`src/rtl/shf_pkg.sv`:
```
package shf_pkg;
  localparam int DATA_W    = 32;
  localparam int COUNT_W   = 4;
  localparam int DIGIT_W   = 2;
  localparam int MUX_WAYS  = 1 << DIGIT_W;
  localparam int NUM_STAGE = COUNT_W / DIGIT_W;

  typedef enum logic [1:0] {
    MODE_LEFT  = 2'b00,
    MODE_LRS   = 2'b10,
    MODE_ARS   = 2'b11
  } shf_mode_e;
endpackage

```
`src/rtl/shf_mux4.sv`:
```
module shf_mux4 #(
  parameter int SEL_W = shf_pkg::DIGIT_W,
  localparam int WAYS = 1 << SEL_W
) (
  input  logic [WAYS-1:0]  cand_i,
  input  logic [SEL_W-1:0] sel_i,
  output logic             pick_o
);
  always_comb begin
    pick_o = cand_i[sel_i];
  end
endmodule

```
`src/rtl/shf_fill.sv`:
```
module shf_fill (
  input  logic dir_i,
  input  logic arith_i,
  input  logic msb_i,
  output logic fill_o
);
  always_comb begin
    fill_o = dir_i & arith_i & msb_i;
  end
endmodule

```
`src/rtl/shf_stage.sv`:
```
module shf_stage #(
  parameter int W     = shf_pkg::DATA_W,
  parameter int SEL_W = shf_pkg::DIGIT_W,
  parameter int STEP  = 1,
  localparam int WAYS = 1 << SEL_W
) (
  input  logic [W-1:0]     word_i,
  input  logic [SEL_W-1:0] sel_i,
  input  logic             dir_i,
  input  logic             fill_i,
  output logic [W-1:0]     word_o
);
  for (genvar i = 0; i < W; i++) begin : g_bit
    logic [WAYS-1:0] cand_r;
    logic [WAYS-1:0] cand_l;
    logic [WAYS-1:0] cand;
    for (genvar k = 0; k < WAYS; k++) begin : g_way
      localparam int SRC_R = i + k * STEP;
      localparam int SRC_L = i - k * STEP;
      if (SRC_R < W) begin : g_r_in
        assign cand_r[k] = word_i[SRC_R];
      end else begin : g_r_fill
        assign cand_r[k] = fill_i;
      end
      if (SRC_L >= 0) begin : g_l_in
        assign cand_l[k] = word_i[SRC_L];
      end else begin : g_l_zero
        assign cand_l[k] = 1'b0;
      end
    end
    assign cand = dir_i ? cand_r : cand_l;
    shf_mux4 #(.SEL_W(SEL_W)) u_mux (
      .cand_i (cand),
      .sel_i  (sel_i),
      .pick_o (word_o[i])
    );
  end
endmodule

```
`src/rtl/barrel_fill_shifter.sv`:
```
module barrel_fill_shifter #(
  parameter int W  = shf_pkg::DATA_W,
  parameter int CW = shf_pkg::COUNT_W,
  localparam int DW   = shf_pkg::DIGIT_W,
  localparam int NSTG = CW / DW
) (
  input  logic [W-1:0]  data_i,
  input  logic [CW-1:0] count_i,
  input  logic          dir_i,
  input  logic          arith_i,
  output logic [W-1:0]  result_o
);
  logic [W-1:0] chain [0:NSTG];
  logic         fill;

  shf_fill u_fill (
    .dir_i   (dir_i),
    .arith_i (arith_i),
    .msb_i   (data_i[W-1]),
    .fill_o  (fill)
  );

  assign chain[0] = data_i;

  for (genvar s = 0; s < NSTG; s++) begin : g_stage
    shf_stage #(.W(W), .SEL_W(DW), .STEP(1 << (DW * s))) u_stage (
      .word_i (chain[s]),
      .sel_i  (count_i[DW*s +: DW]),
      .dir_i  (dir_i),
      .fill_i (fill),
      .word_o (chain[s+1])
    );
  end

  assign result_o = chain[NSTG];

  // Masks for the bits that empty out at either end of the word
  logic [W-1:0] lo_mask;
  logic [W-1:0] hi_mask;
  always_comb begin
    lo_mask = (W'(1) << count_i) - W'(1);
    hi_mask = ~({W{1'b1}} >> count_i);
  end

  always_comb begin
    if (count_i == '0) begin
      assert_pass_zero_R1: assert (result_o == data_i);
    end
    if (!dir_i) begin
      assert_left_lowzero_R2: assert ((result_o & lo_mask) == '0);
    end
    if (dir_i && !arith_i) begin
      assert_lrs_highzero_R3: assert ((result_o & hi_mask) == '0);
    end
    if (dir_i && arith_i) begin
      assert_ars_signfill_R4:
        assert ((result_o & hi_mask) == (data_i[W-1] ? hi_mask : '0));
    end
  end
endmodule

```
`config.mk`:
```
export PLATFORM = sky130hd
export DESIGN_NAME = barrel_fill_shifter
export DESIGN_NICKNAME = d
export VERILOG_FILES = /design/src/rtl/shf_pkg.sv /design/src/rtl/shf_mux4.sv /design/src/rtl/shf_fill.sv /design/src/rtl/shf_stage.sv /design/src/rtl/barrel_fill_shifter.sv
export SDC_FILE = /design/constraint.sdc
export NUM_CORES = 1
export LEC_CHECK = 0
export ABC_AREA = 1
export BUFFER_PORTS_ARGS = -buffer_cell sky130_fd_sc_hd__buf_4
export CAP_MARGIN = 20
export CORE_UTILIZATION = 35
export DETAILED_ROUTE_END_ITERATION = 10
export GPL_TIMING_DRIVEN = 0
export SLEW_MARGIN = 5
export SYNTH_ARGS = -nofsm -noshare
export SYNTH_HDL_FRONTEND = slang
export SYNTH_SLANG_ARGS = --single-unit
```
`constraint.sdc`:
```
create_clock -name vclk -period 1.92
set_input_delay 0.288 -clock vclk [all_inputs]
set_output_delay 0.288 -clock vclk [all_outputs]
set_load 0.01 [all_outputs]
```
Word level (Yosys, flattened, before mapping). Index checks and enable logic that the tools add are counted.

Bits in registers: 0. Output and inout bits: 32. Bits of input ports: 38.

Mux-type cells: 192. Bitwise logic cells: 2. $lt $le $gt $ge: 2.

Operator list (count): 4-bit 2-to-1 mux (64); 1-bit binary-select mux with 2-bit select (64); 1-bit 2-to-1 mux (64); 2-bit by 3-bit < comparator with 1-bit output, second input constant (2); 1-bit bitwise AND (2).

Logic depth before layout (Yosys ltp).
Depth in word-level cells: 8. Mapped depth: 13. Mapped depth without buffers: 11.

Hierarchy. A second synthesis with hierarchy kept.

Cell total of the unflattened synthesis: 1153. Area total of the unflattened synthesis: 4653.2 µm².

Modules (own cells, without submodules): shf_mux4 (area each 51.3 µm², instances 64, sequential area each 0.0 µm², cells an instance 13); shf_stage (g_stage[0].u_stage) (area each 739.5 µm², instances 1, sequential area each 0.0 µm², cells an instance 165); shf_stage (g_stage[1].u_stage) (area each 616.8 µm², instances 1, sequential area each 0.0 µm², cells an instance 153); shf_fill (area each 13.8 µm², instances 1, sequential area each 0.0 µm², cells an instance 3).

Worst setup path before layout. Ideal clock, no wire load.

Path type: input -> output. Start: input count_i[1]. End: output result_o[8]. Path buffers: 3. Cell stages on the path: 10. Slack: 0.312 ns. Arrival time: 1.320 ns. Required time: 1.632 ns. Cell sequence: buf_2 clkbuf_1 nor2_1 nand2_1 nand2_1 nand2_1 nand2_1 a21oi_1 nor2_1 buf_4.

Word-level cells in the longest chain between the ends: 5. Elaborated cells on any way between the ends: 15.

RTL lines: from (decl) (line barrel_fill_shifter.sv:8) `input logic [CW-1:0] count_i,`; 1-bit binary-select mux with 2-bit select (line shf_mux4.sv:10) `pick_o = cand_i[sel_i];`; 1-bit 2-to-1 mux (implied by the code) (line shf_mux4.sv:10); 4-bit 2-to-1 mux (*) (line shf_stage.sv:31) `assign cand = dir_i ? cand_r : cand_l;`; 1-bit binary-select mux with 2-bit select (*) (line shf_mux4.sv:10); 1-bit 2-to-1 mux (implied by the code) (*) (line shf_mux4.sv:10); to (decl) (line barrel_fill_shifter.sv:11) `output logic [W-1:0] result_o`.

Mark *: on every way between the ends. The rest lies on a longest branch, timed or not. The select of a mux whose other input is x is not followed.

Worst setup path after layout.
Start: input dir_i. End: output result_o[17].

Word-level cells in the longest chain between the ends: 8. Elaborated cells on any way between the ends: 26.

RTL lines: from (decl) (line barrel_fill_shifter.sv:9) `input logic dir_i,`; 1-bit bitwise AND (2 in a row) (line shf_fill.sv:8) `fill_o = dir_i & arith_i & msb_i;`; 4-bit 2-to-1 mux (line shf_stage.sv:31); 1-bit binary-select mux with 2-bit select (line shf_mux4.sv:10); 1-bit 2-to-1 mux (implied by the code) (line shf_mux4.sv:10); 4-bit 2-to-1 mux (*) (line shf_stage.sv:31); 1-bit binary-select mux with 2-bit select (*) (line shf_mux4.sv:10); 1-bit 2-to-1 mux (implied by the code) (*) (line shf_mux4.sv:10).

Marked as above.

==> impl_metrics.py <==
metrics = {
    "status": {
        "outcome": "finished with violations",
        "failed_checks": "negative setup slack",
    },
    "timing": {
        "setup_viol": 17,
        "whs_ns": 1.066,
        "period_needed_ns": 2.008,
        "fin_ws_ns": -0.08826,
        "relSlewSlack": 0.5131,
        "rsz0062_at_grt": "yes",
        "post-route-period-util": 1.046,
        "final-hold-violation-count": 0,
        "slew_viol_final": 0,
        "fmax_ghz": 0.4979,
        "timing_worst_slew_pin_value_ns": 0.7303,
    },
    "placement": {
        "hpwl_um": 12050,
        "port_buffers": 67,
        "gp_congestion": 1.030,
        "dpl_cell_area_sq_um": 3797,
    },
    "pwr": {
        "powerDensity_nw_per_um2": 329.5,
        "netSwitchingFraction": 0.5922,
        "leakagePower_nw": 2.781,
        "clock_power_share": 0,
        "seqPwrFrac": 0,
        "comb_power_share": 1.000,
        "p_switching_mw": 1.073,
        "ir_drop_mv": 0.2020,
        "intPower_mw": 0.7388,
    },
    "global_routing": {
        "grt_util_all_layers": 0.3520,
        "grt-ovfl-total": 0,
        "grt_pass1_wl_um": 26850,
        "grt_max_degree": 11,
        "antenna_found_initial": 0,
        "grt_pass1_vias": 5010,
    },
    "cells_and_area": {
        "layout_common_cells": "152 x nand2_1, 120 x nand3_1, 84 x buf_4",
        "area_delta_synth_final_pct": 74.06,
        "seq_cell_count": 0,
        "clock_buffers": 0,
        "final_common_cell": "nand2_1",
        "fin_area_sq_um": 5499,
        "nNetsFinal": 806,
        "layout-drive-gt1-share": 0.5287,
        "seqCellArea_sq_um": 0,
        "antenna_cells": 0,
        "fillers": 838,
    },
    "routing": {
        "first_pass_iters": 5,
        "drc": 0,
        "wl_um": 18320,
        "vias_per_cell": 6.161,
        "final_antenna_net_count": 0,
        "vias": 5385,
        "drt_iter0_markers": 666,
        "drt-wirelength-per-cell_um": 20.96,
    },
    "worst_setup_path": {
        "crit_required_ns": 1.63,
        "worstSetupPathType": "input pin to primary output",
        "end_kind": "primary output",
        "arrival_ns": 1.72,
        "cp_max_fo": 8,
        "crit_path_start_kind": "input pin",
    },
    "min_path": {
        "hold_path_depth": 4,
        "holdPathEnd": "result_o[31]",
        "hold_class": "input pin to primary output",
        "min_from": "count_i[3]",
    },
    "synth": {
        "syn-mean-instance-area_sq_um": 4.552,
        "synth_warnings": 0,
        "syn-instance-count": 694,
        "synth_nets": 732,
        "yosysTopAreaCell": "nand2_1",
        "yosysSeqAreaShare": 0,
        "yosysTopAreaCellShare": 0.3327,
        "synth_area_sq_um": 3159,
        "yosysUniqueCellTypes": 22,
        "synth_area_leaders": "nand2_1 33%, nand3_1 32%, buf_4 9.0%, nor2_1 7.2%, buf_2 3.3%",
    },
    "die": {
        "num_rows": 34,
        "start_util": 0.3623,
        "io_pins": 70,
        "die_area_sq_um": 9410,
        "die_w_um": 97.01,
        "fp.dieH_um": 97.01,
        "coreArea_sq_um": 8721,
    },
    "job": {
        "cap_violations": 0,
    },
    "clocking": {
        "postCtsHoldBufs": 0,
    },
}
power by group through the flow:
| stage | Sequential (mW) | Clock [mW] | Combinational (mW) |
|---|---|---|---|
| global placement | 0 | 0 | 1.27 |
| finish | 0 | 0 | 1.81 |
| global route | 0 | 0 | 1.91 |
| detailed placement | 0 | 0 | 1.26 |
| floorplan | 0 | 0 | 0.815 |
| CTS | 0 | 0 | 1.48 |
stage by stage:
stage	setup WS [ns]	std cells	setup TNS (ns)	util	total power, mW
finish	-0.08826	874	-0.7050	0.6306	1.812
global route	-0.1302	874	-1.863	0.6306	1.911
CTS	-0.04502	877	-0.2547	0.5199	1.475
detailed placement	-0.3216	869	-7.861	0.4354	1.264
global placement	-0.3309	869	-8.262	0.4354	1.265
floorplan	0.3119	694	0	-	0.8151
cells by family (layout without fill, tap and decap cells):
group,after synthesis,in the layout,synth area share
AND/OR/NAND/NOR,552,552,0.7453
buffers and inverters,97,169,0.1770
AO/OA/AOI/OAI,45,45,0.07763
worst max path at each step:
stage / from / end / cells after the start
3_5_place_dp: count_i[1] / result_o[13] / 11
4_1_cts: dir_i / result_o[8] / 13
5_1_grt: dir_i / result_o[17] / 13
6_report: dir_i / result_o[17] / 13
2_1_floorplan: count_i[1] / result_o[8] / 10
3_3_place_gp: count_i[1] / result_o[17] / 11
cell type report:
cell class	count	area, sq um	area share
buffer	66	614.3	0.1117
inverter	14	73.82	0.01342
timing repair buffer	89	868.3	0.1579
multi-input combinational	597	3807	0.6924
tap	108	135.1	0.02457
synth_stat cells:
cell and number:
buf_2 21, a21o_1 1, nor2_1 61, buf_4 38, buf_6 2, o211ai_2 1
inv_1 10, o21ai_0 12, buf_1 2, o21ai_1 11, nand3_1 200, clkbuf_1 19
inv_2 2, nand3b_1 1, buf_8 1, a21oi_1 16, o211ai_1 4, nand3_2 1
nand2_1 280, clkinv_1 2, or2_2 2, nand2_2 7
worst max-delay path, stage by stage:
cell,delay [ns]
buf_12,0.12
buf_12,0.15
buf_12,0.16
nand2_8,0.08
nand3_2,0.07
o211ai_1,0.10
nand2_1,0.13
nand2_2,0.14
nand3_2,0.09
nand3_2,0.06
nand2_1,0.06
buf_4,0.13
buf_6,0.12
metal layers:
layer	global-route usage	vias to the layer above	share of wire
met5	0	-	0
met4	0.1757	0	0.057
met3	0.05275	79	0.11
met2	0.5238	433	0.43
met1	0.4895	2463	0.40
li1	-	2410	-
timing repair:
action	4_1_cts	5_1_grt
resized for setup	196	241
pin swaps	50	108
setup endpoints to repair	32	32
setup buffers	6	10
gates cloned	4	2
hold endpoints to repair	0	0
Power figures use the tool's default switching activity.
